### config.mk
export PLATFORM = sky130hd
export DESIGN_NAME = intack_seq
export DESIGN_NICKNAME = d
export VERILOG_FILES = /design/src/rtl/intack_pkg.sv /design/src/rtl/intack_phase_timer.sv /design/src/rtl/intack_datapath.sv /design/src/rtl/intack_bus_drive.sv /design/src/rtl/intack_seq.sv
export SDC_FILE = /design/constraint.sdc
export NUM_CORES = 1
export LEC_CHECK = 0
export BUFFER_PORTS_ARGS = -buffer_cell sky130_fd_sc_hd__buf_2
export CORE_MARGIN = 8
export CORE_UTILIZATION = 30
export DETAILED_ROUTE_END_ITERATION = 8
export PLACE_DENSITY = 0.55
export SLEW_MARGIN = 20
export SYNTH_ARGS = -nofsm -noshare
export SYNTH_HDL_FRONTEND = slang
export SYNTH_SLANG_ARGS = --single-unit
export TNS_END_PERCENT = 1
### constraint.sdc
create_clock -name clk -period 6.5 [get_ports clk]
set_input_delay 1.3 -clock clk [delete_from_list [all_inputs] [get_ports clk]]
set_output_delay 1.3 -clock clk [all_outputs]
set_load 0.005 [all_outputs]
### src/rtl/intack_pkg.sv
package intack_pkg;
   localparam int NUM_PHASES = 14;
   localparam int LEN_W      = 8;

   typedef enum logic [1:0] {
      BK_NONE  = 2'd0,
      BK_ACK   = 2'd1,
      BK_READ  = 2'd2,
      BK_WRITE = 2'd3
   } bus_kind_t;

   typedef enum logic [3:0] {
      PH_ACK1    = 4'd0,
      PH_GAP1    = 4'd1,
      PH_ACK2    = 4'd2,
      PH_GAP2    = 4'd3,
      PH_RD_IP   = 4'd4,
      PH_GAP3    = 4'd5,
      PH_RD_CS   = 4'd6,
      PH_GAP4    = 4'd7,
      PH_PUSH_FL = 4'd8,
      PH_GAP5    = 4'd9,
      PH_PUSH_CS = 4'd10,
      PH_PUSH_IP = 4'd11,
      PH_GAP6    = 4'd12,
      PH_LEAD    = 4'd13
   } phase_t;

   typedef logic [NUM_PHASES-1:0][LEN_W-1:0] len_table_t;

   localparam len_table_t DEFAULT_LEN = {
      8'd5, 8'd4, 8'd4, 8'd3, 8'd4, 8'd4, 8'd4,
      8'd3, 8'd4, 8'd5, 8'd4, 8'd2, 8'd4, 8'd5
   };

   function automatic int len_sum(len_table_t t);
      int s;
      s = 0;
      for (int k = 0; k < NUM_PHASES; k++) s += int'(t[k]);
      return s;
   endfunction

   function automatic int len_min(len_table_t t);
      int m;
      m = int'(t[0]);
      for (int k = 1; k < NUM_PHASES; k++)
         if (int'(t[k]) < m) m = int'(t[k]);
      return m;
   endfunction

   function automatic bus_kind_t kind_of(phase_t p);
      case (p)
         PH_ACK1, PH_ACK2:                    return BK_ACK;
         PH_RD_IP, PH_RD_CS:                  return BK_READ;
         PH_PUSH_FL, PH_PUSH_CS, PH_PUSH_IP:  return BK_WRITE;
         default:                             return BK_NONE;
      endcase
   endfunction
endpackage

### src/rtl/intack_phase_timer.sv
module intack_phase_timer
   import intack_pkg::*;
#(
   parameter len_table_t PHASE_LEN = DEFAULT_LEN,
   parameter int         TOTAL     = 55
) (
   input  logic   clk,
   input  logic   rst_n,
   input  logic   accept,
   output logic   busy,
   output phase_t phase,
   output logic   last,
   output logic   advance,
   output logic   done
);
   localparam int SUM = len_sum(PHASE_LEN);
   localparam int MIN = len_min(PHASE_LEN);

   if (SUM != TOTAL) begin : g_bad_total
      $error("phase table sums to %0d, expected %0d", SUM, TOTAL);
   end
   if (MIN < 1) begin : g_bad_len
      $error("phase table holds a zero-length phase");
   end

   logic [LEN_W-1:0] cnt;
   logic [LEN_W-1:0] cur_len;

   assign cur_len = PHASE_LEN[phase];
   assign last    = busy && (cnt == cur_len - LEN_W'(1));
   assign advance = last && (phase != PH_LEAD);

   always_ff @(posedge clk) begin
      if (!rst_n) begin
         busy  <= 1'b0;
         phase <= PH_ACK1;
         cnt   <= '0;
         done  <= 1'b0;
      end else begin
         done <= 1'b0;
         if (!busy) begin
            if (accept) begin
               busy  <= 1'b1;
               phase <= PH_ACK1;
               cnt   <= '0;
            end
         end else if (last) begin
            cnt <= '0;
            if (phase == PH_LEAD) begin
               busy <= 1'b0;
               done <= 1'b1;
            end else begin
               phase <= phase_t'(4'(phase) + 4'd1);
            end
         end else begin
            cnt <= cnt + LEN_W'(1);
         end
      end
   end

   // a phase holds until its last clock, then steps by exactly one
   p_phase_hold_r2: assert property (@(posedge clk) disable iff (!rst_n)
      (busy && !last) |=> (busy && phase == $past(phase)));
   p_phase_step_r2: assert property (@(posedge clk) disable iff (!rst_n)
      advance |=> (busy && 4'(phase) == 4'($past(phase)) + 4'd1 && cnt == '0));

   // the start pulse lasts one cycle and follows the end of busy
   p_done_single_r3: assert property (@(posedge clk) disable iff (!rst_n)
      done |=> !done);
   p_done_after_busy_r3: assert property (@(posedge clk) disable iff (!rst_n)
      done |-> (!busy && $past(busy)));

   // a strobe inside the schedule never restarts it
   p_no_restart_r8: assert property (@(posedge clk) disable iff (!rst_n)
      (busy && accept && !(last && phase == PH_LEAD))
         |=> (busy && 4'(phase) >= 4'($past(phase))));
endmodule

### src/rtl/intack_datapath.sv
module intack_datapath
   import intack_pkg::*;
#(
   parameter int DATA_W     = 16,
   parameter int ADDR_W     = 20,
   parameter int VEC_W      = 8,
   parameter int SEG_SHIFT  = 4,
   parameter int VEC_SCALE  = 2,
   parameter int SP_STEP    = 2,
   parameter int IF_BIT     = 9,
   parameter int TF_BIT     = 8
) (
   input  logic              clk,
   input  logic              rst_n,
   input  logic              accept,
   input  logic              busy,
   input  phase_t            phase,
   input  logic              last,
   input  logic              advance,
   input  logic [VEC_W-1:0]  vec_in,
   input  logic [DATA_W-1:0] rd_data,
   input  logic [DATA_W-1:0] flags_in,
   input  logic [DATA_W-1:0] cs_in,
   input  logic [DATA_W-1:0] ip_in,
   input  logic [DATA_W-1:0] ss_in,
   input  logic [DATA_W-1:0] sp_in,
   output logic [VEC_W-1:0]  vec_q,
   output logic [DATA_W-1:0] flags_q,
   output logic [DATA_W-1:0] cs_q,
   output logic [DATA_W-1:0] ip_q,
   output logic [DATA_W-1:0] sp_q,
   output logic [ADDR_W-1:0] stack_addr,
   output logic [DATA_W-1:0] new_ip,
   output logic [DATA_W-1:0] new_cs
);
   localparam int SEG_EXT = DATA_W + SEG_SHIFT;

   if (ADDR_W < VEC_W + VEC_SCALE) begin : g_bad_vec
      $error("address too narrow for the scaled vector");
   end
   if (IF_BIT >= DATA_W || TF_BIT >= DATA_W) begin : g_bad_flag
      $error("flag bit outside the data word");
   end
   if (SEG_EXT < ADDR_W) begin : g_bad_seg
      $error("segment shift too small for the address width");
   end

   logic [DATA_W-1:0] ss_q;
   logic              enter_push;
   logic [SEG_EXT-1:0] seg_sum;

   assign enter_push = advance &&
      (phase == PH_GAP4 || phase == PH_GAP5 || phase == PH_PUSH_CS);

   assign seg_sum    = {ss_q, {SEG_SHIFT{1'b0}}} + SEG_EXT'(sp_q);
   assign stack_addr = seg_sum[ADDR_W-1:0];

   always_ff @(posedge clk) begin
      if (!rst_n) begin
         vec_q   <= '0;
         flags_q <= '0;
         cs_q    <= '0;
         ip_q    <= '0;
         ss_q    <= '0;
         sp_q    <= '0;
         new_ip  <= '0;
         new_cs  <= '0;
      end else begin
         if (!busy && accept) begin
            flags_q <= flags_in;
            cs_q    <= cs_in;
            ip_q    <= ip_in;
            ss_q    <= ss_in;
            sp_q    <= sp_in;
         end
         if (last && phase == PH_ACK2)  vec_q  <= vec_in;
         if (last && phase == PH_RD_IP) new_ip <= rd_data;
         if (last && phase == PH_RD_CS) new_cs <= rd_data;
         if (last && phase == PH_PUSH_FL) begin
            flags_q[IF_BIT] <= 1'b0;
            flags_q[TF_BIT] <= 1'b0;
         end
         if (enter_push) sp_q <= sp_q - DATA_W'(SP_STEP);
      end
   end

   // inside a schedule the stack pointer only ever moves down by one step
   p_sp_step_r6: assert property (@(posedge clk) disable iff (!rst_n)
      ($past(busy) && busy && sp_q != $past(sp_q))
         |-> (sp_q == $past(sp_q) - DATA_W'(SP_STEP)));

   // past the flags push both control flags read zero
   p_flags_clear_r7: assert property (@(posedge clk) disable iff (!rst_n)
      (busy && 4'(phase) > 4'(PH_PUSH_FL)) |-> (!flags_q[IF_BIT] && !flags_q[TF_BIT]));

   // the vector stays put once the second acknowledge is over
   p_vec_hold_r4: assert property (@(posedge clk) disable iff (!rst_n)
      ($past(busy) && busy && 4'($past(phase)) > 4'(PH_ACK2)) |-> $stable(vec_q));
endmodule

### src/rtl/intack_bus_drive.sv
module intack_bus_drive
   import intack_pkg::*;
#(
   parameter int DATA_W    = 16,
   parameter int ADDR_W    = 20,
   parameter int VEC_W     = 8,
   parameter int VEC_SCALE = 2
) (
   input  logic              busy,
   input  phase_t            phase,
   input  logic [VEC_W-1:0]  vec_q,
   input  logic [ADDR_W-1:0] stack_addr,
   input  logic [DATA_W-1:0] flags_q,
   input  logic [DATA_W-1:0] cs_q,
   input  logic [DATA_W-1:0] ip_q,
   output logic [1:0]        bus_kind,
   output logic [ADDR_W-1:0] bus_addr,
   output logic [DATA_W-1:0] bus_wdata
);
   localparam int PAD_W = ADDR_W - VEC_W - VEC_SCALE;

   logic [ADDR_W-1:0] tbl_ip_addr;
   logic [ADDR_W-1:0] tbl_cs_addr;

   if (PAD_W > 0) begin : g_pad
      assign tbl_ip_addr = {{PAD_W{1'b0}}, vec_q, {VEC_SCALE{1'b0}}};
   end else begin : g_nopad
      assign tbl_ip_addr = {vec_q, {VEC_SCALE{1'b0}}};
   end

   // with a scale of four or more the +2 never carries, so an OR is enough
   if (VEC_SCALE >= 2) begin : g_or_off
      assign tbl_cs_addr = tbl_ip_addr | ADDR_W'(2);
   end else begin : g_add_off
      assign tbl_cs_addr = tbl_ip_addr + ADDR_W'(2);
   end

   always_comb begin
      bus_kind  = busy ? 2'(kind_of(phase)) : 2'(BK_NONE);
      bus_addr  = '0;
      bus_wdata = '0;
      if (busy) begin
         case (phase)
            PH_RD_IP:   bus_addr = tbl_ip_addr;
            PH_RD_CS:   bus_addr = tbl_cs_addr;
            PH_PUSH_FL: begin bus_addr = stack_addr; bus_wdata = flags_q; end
            PH_PUSH_CS: begin bus_addr = stack_addr; bus_wdata = cs_q;    end
            PH_PUSH_IP: begin bus_addr = stack_addr; bus_wdata = ip_q;    end
            default: ;
         endcase
      end
   end
endmodule

### src/rtl/intack_seq.sv
module intack_seq
   import intack_pkg::*;
#(
   parameter int         DATA_W    = 16,
   parameter int         ADDR_W    = 20,
   parameter int         VEC_W     = 8,
   parameter int         SEG_SHIFT = 4,
   parameter int         VEC_SCALE = 2,
   parameter int         SP_STEP   = 2,
   parameter int         IF_BIT    = 9,
   parameter int         TF_BIT    = 8,
   parameter int         TOTAL     = 55,
   parameter len_table_t PHASE_LEN = DEFAULT_LEN
) (
   input  logic              clk,
   input  logic              rst_n,
   input  logic              accept,
   input  logic [VEC_W-1:0]  vec_in,
   input  logic [DATA_W-1:0] rd_data,
   input  logic [DATA_W-1:0] flags_in,
   input  logic [DATA_W-1:0] cs_in,
   input  logic [DATA_W-1:0] ip_in,
   input  logic [DATA_W-1:0] ss_in,
   input  logic [DATA_W-1:0] sp_in,
   output logic              busy,
   output logic [1:0]        bus_kind,
   output logic [ADDR_W-1:0] bus_addr,
   output logic [DATA_W-1:0] bus_wdata,
   output logic              handler_start,
   output logic [DATA_W-1:0] handler_ip,
   output logic [DATA_W-1:0] handler_cs,
   output logic [DATA_W-1:0] flags_out,
   output logic [DATA_W-1:0] sp_out
);
   phase_t            phase;
   logic              last;
   logic              advance;
   logic [VEC_W-1:0]  vec_q;
   logic [DATA_W-1:0] cs_q;
   logic [DATA_W-1:0] ip_q;
   logic [ADDR_W-1:0] stack_addr;

   intack_phase_timer #(
      .PHASE_LEN (PHASE_LEN),
      .TOTAL     (TOTAL)
   ) u_timer (
      .clk     (clk),
      .rst_n   (rst_n),
      .accept  (accept),
      .busy    (busy),
      .phase   (phase),
      .last    (last),
      .advance (advance),
      .done    (handler_start)
   );

   intack_datapath #(
      .DATA_W    (DATA_W),
      .ADDR_W    (ADDR_W),
      .VEC_W     (VEC_W),
      .SEG_SHIFT (SEG_SHIFT),
      .VEC_SCALE (VEC_SCALE),
      .SP_STEP   (SP_STEP),
      .IF_BIT    (IF_BIT),
      .TF_BIT    (TF_BIT)
   ) u_dp (
      .clk        (clk),
      .rst_n      (rst_n),
      .accept     (accept),
      .busy       (busy),
      .phase      (phase),
      .last       (last),
      .advance    (advance),
      .vec_in     (vec_in),
      .rd_data    (rd_data),
      .flags_in   (flags_in),
      .cs_in      (cs_in),
      .ip_in      (ip_in),
      .ss_in      (ss_in),
      .sp_in      (sp_in),
      .vec_q      (vec_q),
      .flags_q    (flags_out),
      .cs_q       (cs_q),
      .ip_q       (ip_q),
      .sp_q       (sp_out),
      .stack_addr (stack_addr),
      .new_ip     (handler_ip),
      .new_cs     (handler_cs)
   );

   intack_bus_drive #(
      .DATA_W    (DATA_W),
      .ADDR_W    (ADDR_W),
      .VEC_W     (VEC_W),
      .VEC_SCALE (VEC_SCALE)
   ) u_bus (
      .busy       (busy),
      .phase      (phase),
      .vec_q      (vec_q),
      .stack_addr (stack_addr),
      .flags_q    (flags_out),
      .cs_q       (cs_q),
      .ip_q       (ip_q),
      .bus_kind   (bus_kind),
      .bus_addr   (bus_addr),
      .bus_wdata  (bus_wdata)
   );

   // no bus cycle is requested outside a schedule
   p_idle_quiet_r1: assert property (@(posedge clk) disable iff (!rst_n)
      !busy |-> (bus_kind == 2'd0 && bus_addr == '0 && bus_wdata == '0));
endmodule

## Word-level counts from Yosys, hierarchy flattened

Memories as Yosys holds them, arrays and structs flattened. A register that Yosys moved wholly into a read port is not among the register bits.
Index checks and enable logic that the tools add are counted.

| operators by class | value |
|---|---|
| equal/unequal tests | 13 |
| bitwise gates (word level) | 1 |
| reductions and logical operators | 20 |
| multiplexer cells | 23 |
| magnitude comparators | 1 |
| $add $sub $neg | 5 |

Operators by type and width:

| kind | count |
|---|---|
| one-hot mux 20 bit (3 select lines) | 1 |
| two-way mux 16 bit | 3 |
| one-hot mux 16 bit (3 select lines) | 1 |
| two-way mux 8 bit | 4 |
| two-way mux 4 bit | 6 |
| adder 20 x 16 -> 20 bit | 1 |
| == test 4 bit, second input constant | 5 |
| two-way mux 20 bit | 1 |
| subtractor 16 x 2 -> 16 bit, second input constant | 1 |
| == test 4 x 3 -> 1 bit, second input constant | 3 |
| adder 8 x 1 -> 8 bit, second input constant | 1 |
| == test 8 bit | 1 |
| logical AND 1 bit | 8 |
| subtractor 8 x 1 -> 8 bit, second input constant | 1 |
| one-hot mux 2 bit (3 select lines) | 1 |
| AND reduction 3 bit | 2 |
| OR reduction 2 bit | 3 |
| < comparator 4 x 5 -> 1 bit, second input constant | 1 |
| two-way mux 1 bit | 5 |
| adder 4 x 1 -> 4 bit, second input constant | 1 |
| == test 4 x 2 -> 1 bit, second input constant | 1 |
| zero test 4 bit | 1 |
| inequality test 4 bit, second input constant | 1 |
| nonzero test 2 bit | 2 |
| 7 further kinds | 8 |

| word-level totals | value |
|---|---|
| memory bits (read-only) | 128 |
| register bits | 134 |
| input bits | 107 |
| logic and storage cells | 77 |
| output and inout port bits | 104 |
| memories kept | 1 |

Memory list:

| name | words | bits a word | rd ports | clocked after memory_dff | write ports | line | source |
|---|---|---|---|---|---|---|---|
| (no name shown) | 16 | 8 | 1 | 1 | 0 | intack_phase_timer.sv:29 | `assign cur_len = PHASE_LEN[phase];` |

## Depth between registers and ports, before layout

Gate-level depths: netlist of the first run.

| logic depth | value |
|---|---|
| depth in word-level cells | 9 |
| gate-level depth with buffers | 12 |
| gate-level depth less buffers | 10 |

## By module

From an unflattened synthesis of the first run, not the netlist that was laid out.

| unflattened totals | value |
|---|---|
| cell total of the unflattened synthesis | 818 |
| area, all modules | 6,881.6 sq um |

Modules (own cells, without submodules):

| module | area an instance (sq um) | cells an instance | times used | sequential area each (sq um) |
|---|---|---|---|---|
| intack_datapath | 5,069.9 | 615 | 1 | 2,402.3 |
| intack_phase_timer | 1,013.5 | 111 | 1 | 340.3 |
| intack_bus_drive | 798.3 | 92 | 1 | 0.0 |

## Least setup slack after synthesis of the first run

OpenSTA, ideal clock, no wires.

| timing path | value |
|---|---|
| path type | flip-flop to output port |
| start point | reg u_timer.phase[0] |
| end point | out bus_addr[10] |
| buffers on the path | 4 |
| setup slack | 3.097 ns |
| stages on the path, launching flop included | 10 |
| arrival | 2.103 ns |
| data required time | 5.200 ns |
| cells stage by stage | dfxtp_1 > inv_1 > ha_1 > clkbuf_1 > and2_1 > clkbuf_1 > o31ai_1 > clkbuf_1 > clkbuf_1 > nor2_1 |

| on the way | value |
|---|---|
| longest elaborated chain between the ends | 4 |
| elaborated cells on any way between the ends | 8 |
| classes of those cells | 5 x eq/ne; 2 x mux; 1 x reduce/logical |

RTL lines:

| item | line | source |
|---|---|---|
| start: declaration | intack_phase_timer.sv:11 | `output phase_t phase,` |
| start signal: assignment | intack_phase_timer.sv:53 | `phase <= phase_t'(4'(phase) + 4'd1);` |
| == test 4 bit | intack_bus_drive.sv:43 | `case (phase)` |
| OR reduction 3 bit (no source line) | -- |  |
| one-hot mux 20 bit (3 select lines) (*) | intack_bus_drive.sv:43 |  |
| two-way mux 20 bit (*) | intack_bus_drive.sv:42 | `if (busy) begin` |
| end: declaration | intack_seq.sv:27 | `output logic [ADDR_W-1:0] bus_addr,` |

Mark *: on every way between the ends. The rest lies on a longest branch, timed or not.

## Worst setup path in the final report of the first run

| timing path | value |
|---|---|
| start point | reg u_timer.phase[0] |
| end point | out bus_addr[17] |

The elaborated chain is that of the path after synthesis.

==> reports/results.ini, run 1 <==
[global_route]
overflow = 0
grt_pass1_vias = 6586
grt_pass1_wl_mm = 35.45
antenna_found_initial = 2
grt.total_usage_pct = 16.39
grt_max_degree = 78

[cts]
cts_root_buf = clkbuf_16
clkTransAtPathRegs_ns = 0.06
htreeDepth = 4
cts_buffers = 17
cts_tree = yes
worstSkewPairLatency_ns = 0.41
ctsResizeCount = 0
cts.sinks = 137
max-clock-path-buffers = 2
post-cts-setup-buffers = 0
ctsHoldBuffers = 0

[floorplanning]
die_w_microns = 164.5
io_pins = 211
core_area_sq_mm = 0.02176
die_area_sq_mm = 0.02705
rows = 54
fp.dieH_microns = 164.5
start_util_pct = 30.39

[power]
vdd_drop_max_uv = 156.4
p_leak_uw = 0.003544
power_density_mw_per_mm2 = 236.5

[setup_path]
start_kind = flip-flop
startpoint = u_timer.phase[0]$_SDFFE_PN0P_
crit_type = reg -> out
r2r-start = u_timer.cur_len[0]$_DFF_P_
rr_endpoint = u_dp.sp_q[6]$_SDFFE_PN0P_
crit_path_end = bus_addr[17]
endpoint_kind = output port
crit_required_ns = 5.20
rr_worst_depth = 9
arrival_ns = 3.39
crit_fanout = 18
r2r_setup_slack_ns = 3.17

[logic_synthesis]
syn_area_per_cell_sq_um = 7.531
yosysMostFrequentCell = nand2_1
synthCells = 878
ys_seq_elements = 137
synth_fp_nets = 1006
synth.area.top_cells = dfxtp_1 (41%), nand2_1 (14%), a21oi_1 (12%), ha_1 (3.8%), clkbuf_1 (2.6%)
ys.flop_type = dfxtp_1
synth_edf_count = 0
ys_warn_count = 0
synth.distinct_cells = 60
synth_top_area_share_pct = 41.48
syn_area_sq_mm = 0.006613
ys_async_sr_fraction_pct = 0
yosysTopAreaCell = dfxtp_1
synth_commonest_cells = nand2_1 (252), a21oi_1 (155), dfxtp_1 (137)
synth-seq-area-share_pct = 41.48

[status]
outcome = complete, no violations

[timing]
worst_slew_margin_rel_pct = 37.18
fmax_ghz = 0.2132
finalCriticalPeriod_ns = 4.691
setup-violations-final = 0
finalMaxSlewViolations = 0
holdWs_ns = 0.4506
skew_ns = 0.008928
rsz0062_at_grt = no
fin_crit_sh_pct = 72.18
finalHoldViolations = 0
tightest_slew_ns = 0.9423
fin_tns_setup_ns = 0

[drt]
dr.pass1.iters = 5
ant_nets = 0
drt_wl_total_mm = 22.64
avgViaCountPerCell = 4.975
vias = 6697
wire_per_inst_microns = 16.82
drc = 0
drt_iter0_markers = 430

[placement]
port_buffers = 210
dp_hpwl_mm = 16.10
dpl-instance-area_sq_mm = 0.007816
gp_congestion = 0.8935

[cells_and_area]
drive_gt1_share_pct = 24.88
fin_nets = 1180
final_area_sq_mm = 0.008372
syn2layout_area_growth_pct = 26.60

[hold_path]
hp-class = reg -> reg
hold_path.startpoint = u_dp.new_cs[10]$_SDFFE_PN0P_

[flow_run]
maxCapViolCount = 0

[metal layers]
layer  up-vias  GRT usage (%)  wire length [microns]
li1       3371              -                      -
met1      3138          20.25                  10070
met2       172          26.88                  10680
met3        14          5.733                   1647
met4         2          3.931                    221
met5         -              0                     12
[layout by cell type (no fill, tap or decap), types with 5 or more instances in the layout]
| cell | count |
|---|---|
| or3b_2 | 5 |
| or3_1 | 7 |
| o21a_1 | 6 |
| and3_1 | 10 |
| inv_1 | 13 |
| mux2i_1 | 5 |
| nand2_1 | 252 |
| xor2_1 | 5 |
| o21ai_0 | 28 |
| ha_1 | 20 |
| nor2_1 | 34 |
| nand2b_1 | 5 |
| a31oi_1 | 8 |
| a21oi_1 | 155 |
| dfxtp_1 | 137 |
| xnor2_1 | 9 |
| and2_1 | 7 |
| nand3_1 | 19 |
| nor2b_1 | 5 |
| a21o_1 | 5 |
| clkbuf_16 | 17 |
| nor3_1 | 11 |
| a22oi_1 | 19 |
| clkinv_4 | 6 |
| buf_2 | 210 |
[sequential cells by signal, summed over array words and instances, names as in the netlist]
signal           cells
u_dp.cs_q           16
u_dp.flags_q        16
u_dp.ip_q           16
u_dp.new_cs         16
u_dp.new_ip         16
u_dp.sp_q           16
u_dp.ss_q           16
u_dp.vec_q           8
u_timer.cnt          8
u_timer.phase        4
u_timer.cur_len      3
u_timer.busy         1
u_timer.done         1
[worst max-delay path, stage by stage (launching register included)]
cell and delay (ns):
dfxtp_1 0.37, inv_1 0.18, ha_1 0.34, and2_1 0.71, o31a_1 0.75, nand2b_1 0.11, o41ai_1 0.32, buf_2 0.19
[through the flow]
step           power, uW  utilization, %  setup WS [ns]  std cells
2_1_floorplan       1017               -          3.097        878
4_1_cts             2016           38.47          1.720       1345
3_5_place_dp        1104           35.93          2.207       1313
6_report            1980           38.48          1.809       1346
3_3_place_gp        1102           35.93          2.246       1313
5_1_grt             2078           38.48          1.479       1346
[report_power, final]
part,leakage (uW),switching [uW],internal (uW)
Clock,0.000259,384,512
Combinational,0.00217,111,75.8
Sequential,0.00112,27.1,870
Total,0.00354,523,1460
[cells by family (layout without fill, tap and decap cells)]
kind of cell | count (synthesis) | after routing | synth area share (%)
multiplexers | 5 | 5 | 0.7569
other | 0 | 1 | 0
adder cells (fa/ha/maj) | 21 | 21 | 4.087
AND/OR/NAND/NOR | 378 | 378 | 25.13
XOR/XNOR | 14 | 14 | 1.854
AO/OA/AOI/OAI | 250 | 250 | 22.06
flip-flops | 137 | 137 | 41.48
buffers and inverters | 73 | 260 | 4.636
[worst min-delay path by stage]
| stage | endpoint | slack [ns] | cells after the start |
|---|---|---|---|
| 2_1_floorplan | u_dp.vec_q[1]$_SDFFE_PN0P_ | 0.43 | 2 |
| 3_3_place_gp | u_dp.new_cs[4]$_SDFFE_PN0P_ | 0.43 | 2 |
| 3_5_place_dp | u_dp.new_ip[1]$_SDFFE_PN0P_ | 0.44 | 2 |
| 4_1_cts | u_dp.new_ip[6]$_SDFFE_PN0P_ | 0.45 | 2 |
| 5_1_grt | u_dp.new_cs[3]$_SDFFE_PN0P_ | 0.47 | 2 |
| 6_report | u_dp.new_cs[10]$_SDFFE_PN0P_ | 0.45 | 2 |
[layout make-up]
cell class	instances	area (sq um)
Tap cell	280	350.3
Clock inverter	12	96.34
Timing Repair Buffer	214	1081
Inverter	14	55.05
Sequential cell	137	2743
Clock buffer	20	456.7
Multi-Input combinational cell	668	3587
Antenna cell	1	2.502
Fill cell	2324	13380
Note: power is estimated with default switching activity, not from simulation.
==> run 2: changes to the inputs <==
ABC_AREA = 1   (was unset)
PLACE_DENSITY = 0.56   (was 0.55)
clock period = 4.1 ns   (was 6.5 ns; I/O delays follow)
==> run 2 against run 1 <==
Sequential share of layout area down 1.1 points. Die area increased by 2.6%. Final cell count up 8.2%. Clock-buffer cell count shrank 2. Design area up 3.5%. First-iteration DRC count increased by 27%. Critical path type unchanged. Largest power group is now the clock network.
==> reports/results.ini, run 2 <==
[status]
outcome = complete, no violations

[logic_synthesis]
yosysTopAreaCell = dfxtp_1
synth_fp_nets = 1098  ; +9.1%
yosysMostFrequentCell = nand2_1
synth_top_family_by_area = simple AND/OR/NAND/NOR gates
synth.distinct_cells = 39  ; -35%
syn_area_sq_mm = 0.006800  ; +2.8%
ys.flop_type = dfxtp_1
synth-seq-area-share_pct = 40.33  ; -1.1 points
ys_async_sr_fraction_pct = 0  ; unchanged
ys_warn_count = 0  ; unchanged
ys_seq_elements = 137  ; unchanged
synth_commonest_cells = nand2_1 (229), dfxtp_1 (137), inv_1 (133)
syn_area_per_cell_sq_um = 7.011  ; -6.9%
synthCells = 970  ; +10%
synth_xor_area_share_pct = 1.932  ; +0.078 points
muxShareOfSynthArea_pct = 0  ; -0.76 points
synth_edf_count = 0  ; unchanged
synth_top_area_share_pct = 40.33  ; -1.1 points
synth.area.top_cells = dfxtp_1 (40%), nand2_1 (13%), inv_1 (7.3%), o21ai_0 (7.3%), nand3_1 (6.7%)
synth_fa_ha_area_share_pct = 3.974  ; -0.11 points
synth_compound_area_share_pct = 18.34  ; -3.7 points
synthSimpleGateAreaFrac_pct = 24.60  ; -0.53 points

[setup_path]
crit_path_frequent_cell = nand2_1
crit_fanout = 6  ; -12
arrival_ns = 2.77  ; -0.62 ns
start_kind = flip-flop
crit_path_max_incr_delay_ns = 0.38  ; -0.37 ns
worstPathCellList = ha_1 > nand3_1 > nand2_1 > inv_1 > o21ai_0 > nand3_1 > o21bai_1 > a21boi_0 > nand2_1 > nand2_1 > nor2_1 > buf_2
crit_required_ns = 3.28  ; -1.92 ns
endpoint_kind = output port
critPathTopFamily = compound AO/OA/AOI/OAI gates
critPathBufInv = 2  ; unchanged
critPathSlowestCell = o21ai_0
crit_type = reg -> out

[timing]
finalCriticalPeriod_ns = 3.587
rsz0062_at_grt = no
setup-violations-final = 0  ; unchanged
tightest_slew_ns = 1.005  ; +0.06280 ns
fin_ws_ns = 0.5132  ; -1.295 ns
finalHoldViolations = 0  ; unchanged
holdWs_ns = 0.4401  ; -0.01052 ns
fin_crit_sh_pct = 87.48
fmax_ghz = 0.2788
finalMaxSlewViolations = 0  ; unchanged
skew_ns = 0.01114  ; +0.002207 ns
fin_tns_setup_ns = 0  ; unchanged
worst_slew_margin_rel_pct = 32.99  ; -4.2 points

[power]
power_density_mw_per_mm2 = 385.5  ; +63%
p_leak_uw = 0.004134  ; +17%
vdd_drop_max_uv = 216.7  ; +39%

[cells_and_area]
diodes = 0  ; -1
layout_commonest_cell = nand2_1
final_cell_mix = nand2_1 (229), buf_2 (209), dfxtp_1 (137), inv_1 (133), o21ai_0 (99)
instances_no_fill = 1457  ; +8.2%
syn2layout_area_growth_pct = 27.47
fin_nets = 1288  ; +9.2%
drive_gt1_share_pct = 23.29  ; -1.6 points
nFillCells = 2444  ; +5.2%

[global_route]
grt_pass1_vias = 6854  ; +4.1%
antenna_found_initial = 0  ; -2
grt_max_degree = 95  ; +22%
overflow = 0  ; unchanged
grt_pass1_wl_mm = 36.65  ; +3.4%
grt.total_usage_pct = 16.36  ; -0.031 points

[placement]
dp_hpwl_mm = 16.93  ; +5.2%
port_buffers = 210  ; unchanged
dp_cells = 1426  ; +8.6%
gp_congestion = 0.8677  ; -2.9%
pre_cts_ws_ns = 0.9632  ; -1.244 ns

[floorplanning]
io_pins = 211  ; unchanged
rows = 55  ; +1.9%
start_util_pct = 30.31  ; -0.082 points
die_w_microns = 166.6  ; +1.3%
core_area_sq_mm = 0.02243  ; +3.1%
die_area_sq_mm = 0.02774  ; +2.6%
fp.dieH_microns = 166.6  ; +1.3%

[cts]
cts_buffers = 17  ; unchanged
ctsResizeCount = 0  ; unchanged
cts_root_buf = clkbuf_16
cts_tree = yes
clkTransAtPathRegs_ns = 0.06  ; about the same
htreeDepth = 4  ; unchanged
worstSkewPairLatency_ns = 0.42  ; about the same
cts.sinks = 137  ; unchanged
max-clock-path-buffers = 2  ; unchanged
post-cts-setup-buffers = 0  ; unchanged
ctsHoldBuffers = 0  ; unchanged

[drt]
avgViaCountPerCell = 4.719  ; -5.2%
ant_nets = 0  ; unchanged
vias = 6875  ; +2.7%
wire_per_inst_microns = 15.70  ; -6.7%
drt_iter0_markers = 545  ; +27%
dr.pass1.iters = 5  ; unchanged
drt_wl_total_mm = 22.87  ; +1.0%
drc = 0  ; unchanged

[hold_path]
hp-class = reg -> reg

[flow_run]
maxCapViolCount = 0  ; unchanged

## run 2: worst reg2reg max path, stage by stage (launching register included)
cell and delay, ns:
dfxtp_1 0.35, inv_1 0.07, ha_1 0.19, ha_1 0.28, inv_1 0.06, nand2_1 0.04, nand2_1 0.08, nand3_2 0.10
nor2_4 0.15, nand3_4 0.13, inv_1 0.11, nand3_1 0.52, o21ai_0 0.54, a21oi_1 0.07
## run 2: final timing paths
kind	start	endpoint	slack, ns	cells past startpoint
worst min-delay path	u_dp.new_cs[11]$_SDFFE_PN0P_	u_dp.new_cs[11]$_SDFFE_PN0P_	0.44	2
worst max register to register	u_timer.cur_len[0]$_DFF_P_	u_dp.vec_q[0]$_SDFFE_PN0P_	1.27	13
worst max-delay path	u_dp.sp_q[6]$_SDFFE_PN0P_	bus_addr[17]	0.51	12
worst min register to register	u_dp.new_cs[11]$_SDFFE_PN0P_	u_dp.new_cs[11]$_SDFFE_PN0P_	0.44	2
## run 2: power by group
part           leakage, uW  total, uW  switching (uW)  internal (uW)
combinational      0.00273        320             198            122
clock             0.000291       1600             624            978
sequential         0.00112       1420            38.8           1380
## run 2: cell type report
class | count | area (sq um) | area share (%)
clock buffers | 18 | 439.2 | 5.066
multi-input cells | 649 | 3342 | 38.55
flip-flops and latches | 137 | 2743 | 31.64
inverters | 140 | 528.0 | 6.091
clock inverters | 13 | 168.9 | 1.949
repair buffers | 215 | 1091 | 12.59
well taps | 285 | 356.6 | 4.114
## run 2: routing by layer
metal  share of wire, %  wire [microns]  vias to the layer above  track usage (%)
met5                  0               0                        -                0
met4                1.6             371                        0            5.366
met3                6.2            1421                       22            4.515
met2                 47           10730                      200            27.47
met1                 45           10350                     3109            19.92
li1                   -               -                     3544                -
## run 2: cell families (layout without fill, tap and decap cells)
| group | count (synthesis) | in the layout |
|---|---|---|
| AOI/OAI and AO/OA | 224 | 224 |
| xor gates and xnor gates | 15 | 15 |
| adders and majority gates | 21 | 21 |
| buffers and inverters | 184 | 386 |
| DFF | 137 | 137 |
| and+or+nand+nor | 389 | 389 |
## run 2: metrics by stage
step / total power (uW) / instance area (sq um) / util [%]
detailed placement: 1769 / 8050 / 35.88
floorplan: 1625 / 6800 / -
finish: 3341 / 8668 / 38.64
CTS: 3383 / 8658 / 38.59
global route: 3489 / 8668 / 38.64
global placement: 1768 / 8050 / 35.88
==> run 3: changes to the inputs <==
RECOVER_POWER = 100   (was unset)
==> run 3 against run 2 <==
The run now ends with capacitance limit, slew limit left. Via count fell by 0.48%. Total power down 0.18%. Fmax decreased by 0.58%. Core utilization shrank 0.88 points. First-iteration DRC count shrank 2.9%. Hold slack barely moved. Clock-buffer cell count is the same. Critical path type unchanged.
==> reports/results.ini, run 3 (synthesis results as in run 2) <==
[status]
outcome = finished, violations left
violations = capacitance limit, slew limit

[flow_run]
maxCapViolCount = 1  ; +1

[drt]
drc = 0  ; unchanged
drt_wl_total_mm = 22.93  ; +0.24%
ant_nets = 0  ; unchanged
drt_iter0_markers = 529  ; -2.9%
vias = 6842  ; -0.48%
dr.pass1.iters = 5  ; unchanged
wire_per_inst_microns = 15.74  ; +0.24%
avgViaCountPerCell = 4.696  ; -0.48%

[setup_path]
crit_required_ns = 3.28  ; about the same
endpoint_kind = output port
crit_type = reg -> out
r2r_setup_slack_ns = 0.60  ; -0.67 ns
start_kind = flip-flop
arrival_ns = 2.79  ; +0.02 ns
worstPathCellList = ha_1 > inv_1 > nor2_4 > inv_1 > nand3_1 > nand2_2 > inv_2 > o21ai_0 > a21oi_1 > clkbuf_1
crit_fanout = 18  ; +12
crit_path_max_incr_delay_ns = 0.40  ; +0.02 ns
crit_path_frequent_cell = inv_1
critPathSlowestCell = dfxtp_1

[floorplanning]
die_w_microns = 166.6  ; unchanged
core_area_sq_mm = 0.02243  ; unchanged
rows = 55  ; unchanged
io_pins = 211  ; unchanged
fp.dieH_microns = 166.6  ; unchanged
start_util_pct = 30.31  ; unchanged
die_area_sq_mm = 0.02774  ; unchanged

[power]
power_density_mw_per_mm2 = 393.7  ; +2.1%
vdd_drop_max_uv = 215.5  ; -0.55%
p_leak_uw = 0.003718  ; -10%

[global_route]
overflow = 0  ; unchanged
grt.total_usage_pct = 16.36  ; unchanged
grt_pass1_vias = 6854  ; unchanged
grt_pass1_wl_mm = 36.65  ; unchanged
grt_max_degree = 95  ; unchanged
antenna_found_initial = 0  ; unchanged

[cts]
cts_tree = yes
ctsResizeCount = 0  ; unchanged
cts_root_buf = clkbuf_16
worstSkewPairLatency_ns = 0.41  ; about the same
cts_buffers = 17  ; unchanged
post-cts-setup-buffers = 0  ; unchanged
cts.sinks = 137  ; unchanged
clkTransAtPathRegs_ns = 0.06  ; about the same
ctsHoldBuffers = 0  ; unchanged
max-clock-path-buffers = 2  ; unchanged
htreeDepth = 4  ; unchanged

[timing]
finalHoldViolations = 0  ; unchanged
rsz0062_at_grt = no
finalMaxSlewViolations = 82  ; +82
skew_ns = 0.01068  ; -0.0004548 ns
fmax_ghz = 0.2772  ; -0.58%
holdWs_ns = 0.4402  ; +0.0001530 ns
finalCriticalPeriod_ns = 3.608  ; +0.02088 ns
fin_tns_setup_ns = 0  ; unchanged
setup-violations-final = 0  ; unchanged
worst_slew_margin_rel_pct = -13.62  ; -47 points
fin_crit_sh_pct = 87.99  ; +0.51 points
tightest_slew_ns = 1.704  ; +0.6992 ns

[cells_and_area]
final_core_util_pct = 37.76  ; -0.88 points
nFillCells = 2493  ; +2.0%
syn2layout_area_growth_pct = 24.58
fin_nets = 1288  ; unchanged
final_cell_mix = nand2_1 (230), dfxtp_1 (137), inv_1 (135), buf_2 (120), o21ai_0 (99)
instances_no_fill = 1457  ; unchanged
drive_gt1_share_pct = 14.68  ; -8.6 points
layout_commonest_cell = nand2_1
diodes = 0  ; unchanged

[placement]
dp_cells = 1426  ; unchanged
port_buffers = 210  ; unchanged
dp_hpwl_mm = 16.93  ; unchanged
gp_congestion = 0.8677  ; unchanged

[hold_path]
hp-class = reg -> reg

## run 3: routing by layer
layer	global-route usage, %	wire length (microns)	up-vias
met2	27.47	10760	185
met3	4.515	1378	19
met5	0	0	-
met1	19.92	10460	3102
li1	-	-	3536
met4	5.366	325	0
## run 3: area by class of cell
type | instances | area [sq um] | share of cell area [%]
flip-flops and latches | 137 | 2743 | 32.37
clock buffers | 18 | 439.2 | 5.184
clock inverters | 13 | 168.9 | 1.994
well taps | 285 | 356.6 | 4.209
repair buffers | 215 | 977.2 | 11.53
inverters | 140 | 526.8 | 6.218
multi-input cells | 649 | 3261 | 38.49
## run 3: through the flow
stage | setup WS [ns] | cell area (sq um) | total power [uW]
5_1_grt | 0.1883 | 8472 | 3483
3_5_place_dp | 0.9632 | 8050 | 1769
4_1_cts | 0.4939 | 8658 | 3383
6_report | 0.4923 | 8472 | 3335
2_1_floorplan | 1.470 | 6800 | 1625
3_3_place_gp | 1.015 | 8050 | 1768
## run 3: report_power, final
part	switching, uW	total (uW)	internal (uW)	leakage [uW]
sequential	38.5	1420	1380	0.00112
clock	623	1600	978	0.000291
combinational	197	314	117	0.00231
total	858	3340	2480	0.00372
## run 3: path summary, 6_finish.rpt
check / to / cells after the start / from
setup reg to reg: u_dp.sp_q[10]$_SDFFE_PN0P_ / 17 / u_timer.cur_len[0]$_DFF_P_
hold / removal: u_dp.new_cs[11]$_SDFFE_PN0P_ / 2 / u_dp.new_cs[11]$_SDFFE_PN0P_
hold reg to reg: u_dp.new_cs[11]$_SDFFE_PN0P_ / 2 / u_dp.new_cs[11]$_SDFFE_PN0P_
setup / recovery: bus_addr[11] / 10 / u_timer.phase[1]$_SDFFE_PN0P_
## run 3: worst max-delay path, delay by kind of cell (launching register included)
kind,cells,cell delay (ns)
buf+inv,4,0.86
simple gates,3,0.57
flops,1,0.40
compound gates,2,0.32
fa+ha+maj,1,0.23
